**src/rtl/cop_xlat_pkg.sv**
```systemverilog
package cop_xlat_pkg;

  // Strobes from the control to the datapath for the current access.
  typedef struct packed {
    logic respond;   // an access is being answered next cycle
    logic romSel;    // serve from the local boot ROM
    logic hostGo;    // drive the host bus
    logic zeroResp;  // answer with zero data
  } xlatStrobes_t;

  localparam int DEF_ENTRIES = 64;
  localparam int DEF_MAP_W   = DEF_ENTRIES * 8;

  // Default page table: identity numbering, row 4 absent, row 3 on the
  // framebuffer pages; the data table moves row 1 onto the upper framebuffer pages.
  function automatic logic [DEF_MAP_W-1:0] copDefaultMap(input logic dataSide);
    logic [DEF_MAP_W-1:0] m;
    for (int i = 0; i < DEF_ENTRIES; i++) begin
      if ((i >> 2) == 4)                 m[i*8 +: 8] = 8'hFF;
      else if ((i >> 2) == 3)            m[i*8 +: 8] = 8'(40 + (i & 3));
      else if (dataSide && (i >> 2) == 1) m[i*8 +: 8] = 8'(44 + (i & 3));
      else                               m[i*8 +: 8] = 8'(i);
    end
    return m;
  endfunction

endpackage

```
**src/rtl/cop_xlat_ctrl.sv**
```systemverilog
module cop_xlat_ctrl
  import cop_xlat_pkg::*;
#(
  parameter int CFG_W     = 8,
  parameter int MEMEN_BIT = 5
) (
  input  logic             clk,
  input  logic             rstN,
  input  logic             cpReq,
  input  logic             cpWe,
  input  logic             cpSpace,
  input  logic             entryUnmapped,
  input  logic             serWe,
  input  logic [CFG_W-1:0] serData,
  input  logic             hsWe,
  input  logic [CFG_W-1:0] hsData,
  output xlatStrobes_t     stb,
  output logic             memEn
);

  logic romSel;
  logic unusedCfgBits;

  assign unusedCfgBits = ^{serData, hsData};

  // Program reads go to the boot ROM until shared memory is on.
  assign romSel = cpReq && !cpWe && !cpSpace && !memEn;

  always_comb begin
    stb.respond  = cpReq;
    stb.romSel   = romSel;
    stb.hostGo   = cpReq && !romSel && !entryUnmapped;
    stb.zeroResp = cpWe || (entryUnmapped && !romSel);
  end

  // Halting the coprocessor wins over a same-cycle enable.
  always_ff @(posedge clk or negedge rstN) begin
    if (!rstN)                  memEn <= 1'b0;
    else if (hsWe && !hsData[0]) memEn <= 1'b0;
    else if (serWe)             memEn <= serData[MEMEN_BIT];
  end

endmodule

```
**src/rtl/cop_xlat_datapath.sv**
```systemverilog
module cop_xlat_datapath
  import cop_xlat_pkg::*;
#(
  parameter int ADDR_W    = 20,
  parameter int DATA_W    = 16,
  parameter int PAGE_BITS = 14,
  parameter int ENTRY_W   = 8,
  parameter logic [ENTRY_W-1:0] UNMAPPED = 8'hFF,
  parameter logic [ENTRY_W-1:0] FB_LO    = 8'd40,
  parameter logic [ENTRY_W-1:0] FB_HI    = 8'd47,
  parameter logic [((1 << (ADDR_W-PAGE_BITS))*ENTRY_W)-1:0] PROG_MAP = copDefaultMap(1'b0),
  parameter logic [((1 << (ADDR_W-PAGE_BITS))*ENTRY_W)-1:0] DATA_MAP = copDefaultMap(1'b1)
) (
  input  logic                clk,
  input  logic                rstN,
  input  xlatStrobes_t        stb,
  input  logic                cpWe,
  input  logic                cpSpace,
  input  logic [ADDR_W-1:0]   cpAddr,
  input  logic [DATA_W/8-1:0] cpBe,
  input  logic [DATA_W-1:0]   cpWdata,
  output logic                entryUnmapped,
  output logic                cpAck,
  output logic [DATA_W-1:0]   cpRdata,
  output logic                hostReq,
  output logic                hostWe,
  output logic [ADDR_W-1:0]   hostAddr,
  output logic [DATA_W/8-1:0] hostBe,
  output logic [DATA_W-1:0]   hostWdata,
  input  logic [DATA_W-1:0]   hostRdata,
  output logic [PAGE_BITS-2:0] romAddr,
  input  logic [DATA_W-1:0]   romRdata
);

  localparam int SEG_W = ADDR_W - PAGE_BITS;
  localparam int LANES = DATA_W / 8;

  logic [SEG_W-1:0]   idx;
  logic [ENTRY_W-1:0] progEntry, dataEntry, entry;
  logic [ADDR_W-1:0]  rawAddr, fbAddr;
  logic               fbHit;
  logic [DATA_W-1:0]  rdSwap;
  logic               ackQ;
  logic [DATA_W-1:0]  rdataQ;

  assign idx       = cpAddr[ADDR_W-1:PAGE_BITS];
  assign progEntry = PROG_MAP[int'(idx)*ENTRY_W +: ENTRY_W];
  assign dataEntry = DATA_MAP[int'(idx)*ENTRY_W +: ENTRY_W];
  assign entry     = cpSpace ? dataEntry : progEntry;

  assign entryUnmapped = (entry == UNMAPPED);
  assign fbHit         = (entry >= FB_LO) && (entry <= FB_HI);

  assign rawAddr = {entry[SEG_W-1:0], cpAddr[PAGE_BITS-1:0]};
  // Framebuffer pages: lift bits 7:6 above the 14:8 group.
  assign fbAddr  = {rawAddr[ADDR_W-1:15], rawAddr[7:6], rawAddr[14:8], rawAddr[5:0]};

  assign hostAddr = fbHit ? fbAddr : rawAddr;
  assign hostReq  = stb.hostGo;
  assign hostWe   = stb.hostGo && cpWe;
  assign romAddr  = cpAddr[PAGE_BITS-1:1];

  for (genvar g = 0; g < LANES; g++) begin : g_lane
    assign hostWdata[g*8 +: 8] = cpWdata[(LANES-1-g)*8 +: 8];
    assign rdSwap[g*8 +: 8]    = hostRdata[(LANES-1-g)*8 +: 8];
    assign hostBe[g]           = cpBe[LANES-1-g];
  end

  always_ff @(posedge clk or negedge rstN) begin
    if (!rstN) begin
      ackQ   <= 1'b0;
      rdataQ <= '0;
    end else begin
      ackQ <= stb.respond;
      if (stb.respond)
        rdataQ <= stb.zeroResp ? '0 : (stb.romSel ? romRdata : rdSwap);
    end
  end

  assign cpAck   = ackQ;
  assign cpRdata = rdataQ;

endmodule

```
**src/rtl/cop_xlat.sv**
```systemverilog
module cop_xlat
  import cop_xlat_pkg::*;
#(
  parameter int ADDR_W    = 20,
  parameter int DATA_W    = 16,
  parameter int PAGE_BITS = 14,
  parameter int ENTRY_W   = 8,
  parameter int CFG_W     = 8,
  parameter int MEMEN_BIT = 5,
  parameter logic [((1 << (ADDR_W-PAGE_BITS))*ENTRY_W)-1:0] PROG_MAP = copDefaultMap(1'b0),
  parameter logic [((1 << (ADDR_W-PAGE_BITS))*ENTRY_W)-1:0] DATA_MAP = copDefaultMap(1'b1)
) (
  input  logic                 clk,
  input  logic                 rstN,
  input  logic                 cpReq,
  input  logic                 cpWe,
  input  logic                 cpSpace,
  input  logic [ADDR_W-1:0]    cpAddr,
  input  logic [DATA_W/8-1:0]  cpBe,
  input  logic [DATA_W-1:0]    cpWdata,
  output logic                 cpAck,
  output logic [DATA_W-1:0]    cpRdata,
  input  logic                 serWe,
  input  logic [CFG_W-1:0]     serData,
  input  logic                 hsWe,
  input  logic [CFG_W-1:0]     hsData,
  output logic                 hostReq,
  output logic                 hostWe,
  output logic [ADDR_W-1:0]    hostAddr,
  output logic [DATA_W/8-1:0]  hostBe,
  output logic [DATA_W-1:0]    hostWdata,
  input  logic [DATA_W-1:0]    hostRdata,
  output logic [PAGE_BITS-2:0] romAddr,
  input  logic [DATA_W-1:0]    romRdata
);

  xlatStrobes_t stb;
  logic         memEn;
  logic         entryUnmapped;

  cop_xlat_ctrl #(.CFG_W(CFG_W), .MEMEN_BIT(MEMEN_BIT)) u_ctrl (
    .clk(clk), .rstN(rstN), .cpReq(cpReq), .cpWe(cpWe), .cpSpace(cpSpace),
    .entryUnmapped(entryUnmapped), .serWe(serWe), .serData(serData),
    .hsWe(hsWe), .hsData(hsData), .stb(stb), .memEn(memEn)
  );

  cop_xlat_datapath #(
    .ADDR_W(ADDR_W), .DATA_W(DATA_W), .PAGE_BITS(PAGE_BITS), .ENTRY_W(ENTRY_W),
    .PROG_MAP(PROG_MAP), .DATA_MAP(DATA_MAP)
  ) u_dp (
    .clk(clk), .rstN(rstN), .stb(stb), .cpWe(cpWe), .cpSpace(cpSpace),
    .cpAddr(cpAddr), .cpBe(cpBe), .cpWdata(cpWdata), .entryUnmapped(entryUnmapped),
    .cpAck(cpAck), .cpRdata(cpRdata), .hostReq(hostReq), .hostWe(hostWe),
    .hostAddr(hostAddr), .hostBe(hostBe), .hostWdata(hostWdata), .hostRdata(hostRdata),
    .romAddr(romAddr), .romRdata(romRdata)
  );

endmodule

```
**config.mk**
```make
export PLATFORM = sky130hd
export DESIGN_NAME = cop_xlat
export DESIGN_NICKNAME = d
export VERILOG_FILES = /design/src/rtl/cop_xlat_pkg.sv /design/src/rtl/cop_xlat_ctrl.sv /design/src/rtl/cop_xlat_datapath.sv /design/src/rtl/cop_xlat.sv
export SDC_FILE = /design/constraint.sdc
export NUM_CORES = 1
export LEC_CHECK = 0
export ABC_AREA = 1
export BUFFER_PORTS_ARGS = -buffer_cell sky130_fd_sc_hd__buf_2
export CAP_MARGIN = 20
export CELL_PAD_IN_SITES_DETAIL_PLACEMENT = 1
export CELL_PAD_IN_SITES_GLOBAL_PLACEMENT = 1
export CORE_ASPECT_RATIO = 1.75
export CORE_MARGIN = 4
export CORE_UTILIZATION = 22
export DETAILED_ROUTE_END_ITERATION = 8
export PLACE_DENSITY_LB_ADDON = 0.1
export RECOVER_POWER = 50
export SLEW_MARGIN = 40
export SYNTH_ARGS = -nofsm -noshare
export SYNTH_HDL_FRONTEND = slang
export SYNTH_SLANG_ARGS = --single-unit
export TNS_END_PERCENT = 5
```
**constraint.sdc**
```tcl
create_clock -name clk -period 1.3 [get_ports clk]
set_input_delay 0.26 -clock clk [delete_from_list [all_inputs] [get_ports clk]]
set_output_delay 0.26 -clock clk [all_outputs]
set_load 0.005 [all_outputs]
```
==> results.yml, run 1 <==
timing:
  finalWorstSetupSlack_ns: -0.09951
  finalCritPeriodShare_pct: 107.7
  timing.fmax_mhz: 714.5
  finalHoldViolations: 0
  finalSetupViolCount: 11
  worst_pin_slew_ns: 0.4498
  skew_ns: 0.002126
  rsz0062_at_grt: "yes"
  maxSlewHeadroom_pct: 70.01
  drv_slew: 0
  period_minus_slack_ns: 1.400
synth:
  synth_area_leaders: "dfrtp_1 29%, nand2_1 21%, buf_4 19%, nand3_1 10%, nand3_2 6.3%"
  syn-num-nets: 318
  synth_edf_count: 0
  ys_top_cells_by_count: "90 x nand2_1, 39 x buf_4, 32 x nand3_1"
  async_flop_share_pct: 100.0
  synthAdderAreaFrac_pct: 0
  synth_top_family_by_area: "simple AND/OR/NAND/NOR gates"
  syn_avg_cell_area_um2: 7.012
  synthCells: 225
  synth-compound-area-share_pct: 3.569
  yosysMostFrequentCell: "nand2_1"
  ys_ff_latch: 18
  ys_types: 22
  synthMuxAreaShare_pct: 0
  yosysTopAreaCell: "dfrtp_1"
  yosysWarnings: 0
  synth-simple-area-share_pct: 42.98
  synthFlopType: "dfrtp_1"
  yosysSeqAreaShare_pct: 28.55
  synth_top_area_share_pct: 28.55
  syn-cell-area_mm2: 0.001578
  synth_xor_area_share_pct: 0
worst_setup_path:
  worst-endpoint-arrival_ns: 1.14
  timing.critical_path.buf_inv: 2
  cpPeakStageDelay_ns: 0.41
  crit_path_end_kind: "primary output"
  crit_chain: "nor2_4, nand2_4, nand2_2, nor2_2, nand2_1, inv_1, buf_2"
  crit_family: "flip-flops"
  start_kind: "register"
  cp.required_ns: 1.04
  crit_type: "reg -> out"
  worst_path_max_delay_cell: "dfrtp_1"
  crit_fanout: 2
route:
  drt-pass1-iter-count: 3
  drcViolationCount: 0
  finalWirelength_mm: 5.259
  vias: 1665
  antenna_left: 0
  wl_per_cell_um: 13.80
  vias_per_cell: 4.370
  drt-initial-drc-count: 23
clock_tree:
  cts_tree: "built"
  clk_path_buf_depth: 2
  h-tree-depth: 1
  ctsRootBufferMaster: "clkbuf_16"
  cts_buffers: 3
  clk_latency_ns: 0.25
  path_clk_slew_ns: 0.06
  clkSinkCount: 18
run_status:
  status: "finished with violations"
  violations: "setup timing"
min_path:
  min_path_type: "in -> reg"
job:
  max_cap_violations: 0
pwr:
  peakVddDrop_uv: 403.0
  p_leak_nw: 1.269
  power_density_mw_per_mm2: 889.8
  total_power_w: 0.001900
global_routing:
  grt_max_degree: 19
  track_usage_pct: 12.33
  antenna_found_initial: 0
  grt_pass1_vias: 1848
  grt_remaining_overflow: 0
  grt_pass1_wl_mm: 8.445
floorplanning:
  fp-row-count: 40
  die_x_um: 72.02
  coreArea_mm2: 0.006907
  start_util_pct: 22.84
  die_height_um: 120.0
  die_area_mm2: 0.008644
  io_pins: 163
placement:
  pre_cts_slack_ns: -0.1707
  port_buffers: 95
  dp_hpwl_mm: 4.172
  gp_congestion: 0.6796
finish:
  drive_above_1_share_pct: 46.80
  fin_nets: 391
  num_antenna_cells: 0
  syn_to_final_growth_pct: 35.37
==> cells in the final DEF (no fill, tap or decap), types with 2 or more instances in the layout <==
| cell type | synthesis | final |
|---|---|---|
| dfrtp_1 | 18 | 18 |
| buf_2 | 3 | 81 |
| inv_1 | 11 | 7 |
| nand3_1 | 32 | 30 |
| nand2_4 | 2 | 4 |
| inv_2 | 0 | 2 |
| o21ai_0 | 3 | 3 |
| nand2_2 | 2 | 4 |
| clkbuf_1 | 1 | 9 |
| nand2_1 | 90 | 86 |
| buf_4 | 39 | 14 |
| nand3_2 | 10 | 12 |
| inv_4 | 1 | 3 |
| clkbuf_16 | 0 | 3 |
| buf_6 | 3 | 7 |
==> metrics by stage <==
step	utilization [%]	instance area [um2]	TNS, ns	cells	hold WS [ns]
floorplan	-	1578	0	225	-0.03559
global placement	27.99	1933	-1.954	374	0.2373
detailed placement	27.99	1933	-2.288	374	0.2428
CTS	30.54	2110	-0.8858	381	0.1913
global route	30.92	2136	-1.441	381	0.2025
finish	30.92	2136	-0.3373	381	0.1940
==> final timing paths <==
path                                      start               end  slack (ns)  cells past startpoint
worst max-delay path               u_ctrl.memEn            hostWe        -0.1                      7
max in group asynchronous                  rstN   u_dp.cpRdata[3]        0.50                      2
min in group asynchronous                  rstN   u_dp.cpRdata[9]        0.49                      2
worst max register to register     u_ctrl.memEn  u_dp.cpRdata[13]        0.06                      8
worst min register to register  u_dp.cpRdata[9]   u_dp.cpRdata[9]        0.48                      2
worst min-delay path                      serWe      u_ctrl.memEn        0.19                      2
==> power breakdown <==
| part | leakage [nW] | internal [W] | switching (W) |
|---|---|---|---|
| Sequential | 0.231 | 0.000617 | 0.0000315 |
| Combinational | 0.993 | 0.000266 | 0.000296 |
| Clock | 0.0442 | 0.000469 | 0.000221 |
==> cell families (layout without fill, tap and decap cells) <==
group | Yosys count | after routing
buffers and inverters | 58 | 130
flip-flops | 18 | 18
AND/OR/NAND/NOR | 141 | 141
AO/OA/AOI/OAI | 8 | 8
==> registers in the layout, summed over array words and instances (netlist names) <==
name,cells
u_ctrl.memEn,1
u_dp.cpAck,1
u_dp.cpRdata,16
==> layout make-up <==
cell class,count,area [um2]
fill,913,4771
inverter,12,52.55
clock buffer,4,88.84
tap,84,105.1
timing repair buffer,114,668.1
sequential,18,450.4
multi-input combinational,149,770.7
==> what timing repair did <==
item	4_1_cts	5_1_grt
cloned	0	0
hold buffers	1	0
pin swaps	6	6
resized for setup	21	10
hold endpoints to repair	18	0
setup buffers	2	0
endpoints found under the setup margin	12	27
==> per-layer routing <==
| metal | track usage [%] | up-vias | routed length (um) |
|---|---|---|---|
| li1 | - | 820 | - |
| met1 | 12.83 | 762 | 1961 |
| met2 | 22.41 | 76 | 2715 |
| met3 | 3.353 | 7 | 487 |
| met4 | 5.412 | 0 | 94 |
| met5 | 0 | - | 0 |
No activity file was read; power rests on OpenSTA's default activity.
==> run 2, diff against run 1 <==
- SLEW_MARGIN: 40 -> 20
- clock period: 1.3 -> 1.55 ns (I/O delays scaled with it)
==> results.yml, run 2 (synthesis results as in run 1) <==
run_status:
  status: "completed"
clock_tree:
  path_clk_slew_ns: 0.05
  clk_latency_ns: 0.25
  clkSinkCount: 18
  h-tree-depth: 1
  cts_buffers: 3
  ctsRootBufferMaster: "clkbuf_16"
  clk_path_buf_depth: 2
  cts_tree: "built"
worst_setup_path:
  r2r_cells: 6
  worst-endpoint-arrival_ns: 1.15
  critPathMostFrequentCell: "nand2_1"
  cpPeakStageDelay_ns: 0.16
  cp.required_ns: 1.24
  worst_path_max_delay_cell: "buf_6"
  crit_path_end_kind: "primary output"
  crit_type: "in -> out"
  start_kind: "input port"
  crit_chain: "buf_6, inv_2, nand3_2, nand2_1, nand2_1, nand2_2, buf_6, nand3_1, nand2_1, buf_2"
  crit_fanout: 7
global_routing:
  grt_max_degree: 19
  grt_pass1_wl_mm: 8.500
  grt_remaining_overflow: 0
  track_usage_pct: 12.38
  antenna_found_initial: 0
  grt_pass1_vias: 1797
job:
  max_cap_violations: 0
timing:
  whs_ns: 0.2466
  drv_slew: 0
  rsz0062_at_grt: "no"
  maxSlewHeadroom_pct: 25.87
  finalHoldViolations: 0
  timing.fmax_mhz: 684.8
  finalSetupViolCount: 0
  skew_ns: 0.002166
  period_minus_slack_ns: 1.460
  worst_pin_slew_ns: 1.112
  finalCritPeriodShare_pct: 94.21
finish:
  syn_to_final_growth_pct: 33.86
  largest_reg_flops: 16
  drive_above_1_share_pct: 49.32
  layout_commonest_cell: "buf_2"
  layout_common_cells: "86 x buf_2, 85 x nand2_1, 25 x nand3_1"
  final_util_pct: 30.58
  final_design_area_no_fill_mm2: 0.002112
  nFillCells: 892
  num_antenna_cells: 0
  fin_nets: 388
placement:
  dp_hpwl_mm: 4.080
  port_buffers: 95
  dpl_cell_area_mm2: 0.001926
  gp_congestion: 0.6749
floorplanning:
  fp-row-count: 40
  die_area_mm2: 0.008644
  start_util_pct: 22.84
  io_pins: 163
  die_height_um: 120.0
  die_x_um: 72.02
  coreArea_mm2: 0.006907
pwr:
  power_density_mw_per_mm2: 755.0
  peakVddDrop_uv: 342.9
  p_leak_nw: 1.250
  total_power_w: 0.001595
route:
  wl_per_cell_um: 13.90
  vias: 1646
  drcViolationCount: 0
  antenna_left: 0
  finalWirelength_mm: 5.255
  drt-pass1-iter-count: 2
  vias_per_cell: 4.354
  drt-initial-drc-count: 37
min_path:
  min_path_type: "in -> async"
run 2: repair_timing:
item                                    CTS  global route
gates resized for setup                   1            28
pin swaps                                 0             6
hold buffers                              0             0
endpoints found under the setup margin   10            12
setup buffers                             0             1
run 2: path summary, 6_finish.rpt:
| kind | start | to | slack (ns) |
|---|---|---|---|
| min in group clk | serWe | u_ctrl.memEn | 0.25 |
| min reg2reg | u_dp.cpRdata[9] | u_dp.cpRdata[9] | 0.47 |
| min | rstN | u_dp.cpRdata[9] | 0.25 |
| max reg2reg | u_ctrl.memEn | u_dp.cpRdata[4] | 0.30 |
| max | cpAddr[18] | hostAddr[9] | 0.09 |
| max in group asynchronous | rstN | u_dp.cpRdata[11] | 0.63 |
run 2: area by class of cell:
class	count	area [um2]	area share, %
multi-input cells	149	803.3	38.03
clock buffers	4	88.84	4.206
well taps	84	105.1	4.976
inverters	12	50.05	2.370
repair buffers	111	614.3	29.09
flip-flops and latches	18	450.4	21.33
run 2: routing by layer:
layer / global-route usage [%] / share of wire [%]
met4: 4.706 / 1.5
met3: 3.604 / 9.0
met1: 13.69 / 39
met5: 0 / 0
met2: 21.77 / 51
run 2: report_power, final:
group | switching, W | internal [W]
sequential | 0.0000254 | 0.000517
clock | 0.000190 | 0.000393
combinational | 0.000252 | 0.000216
run 2: per-stage QoR:
stage          setup TNS (ns)  setup WS [ns]  cells
2_1_floorplan               0         0.2419    225
4_1_cts              -0.01256      -0.008130    377
6_report                    0        0.08968    378
5_1_grt                     0        0.01220    378
3_5_place_dp         -0.04597       -0.01059    373
3_3_place_gp                0       0.009350    373
run 2: critical path: cells and delay by family:
kind / cells / cell delay [ns]
AND/OR/NAND/NOR: 6 / 0.42
buffers and inverters: 4 / 0.42
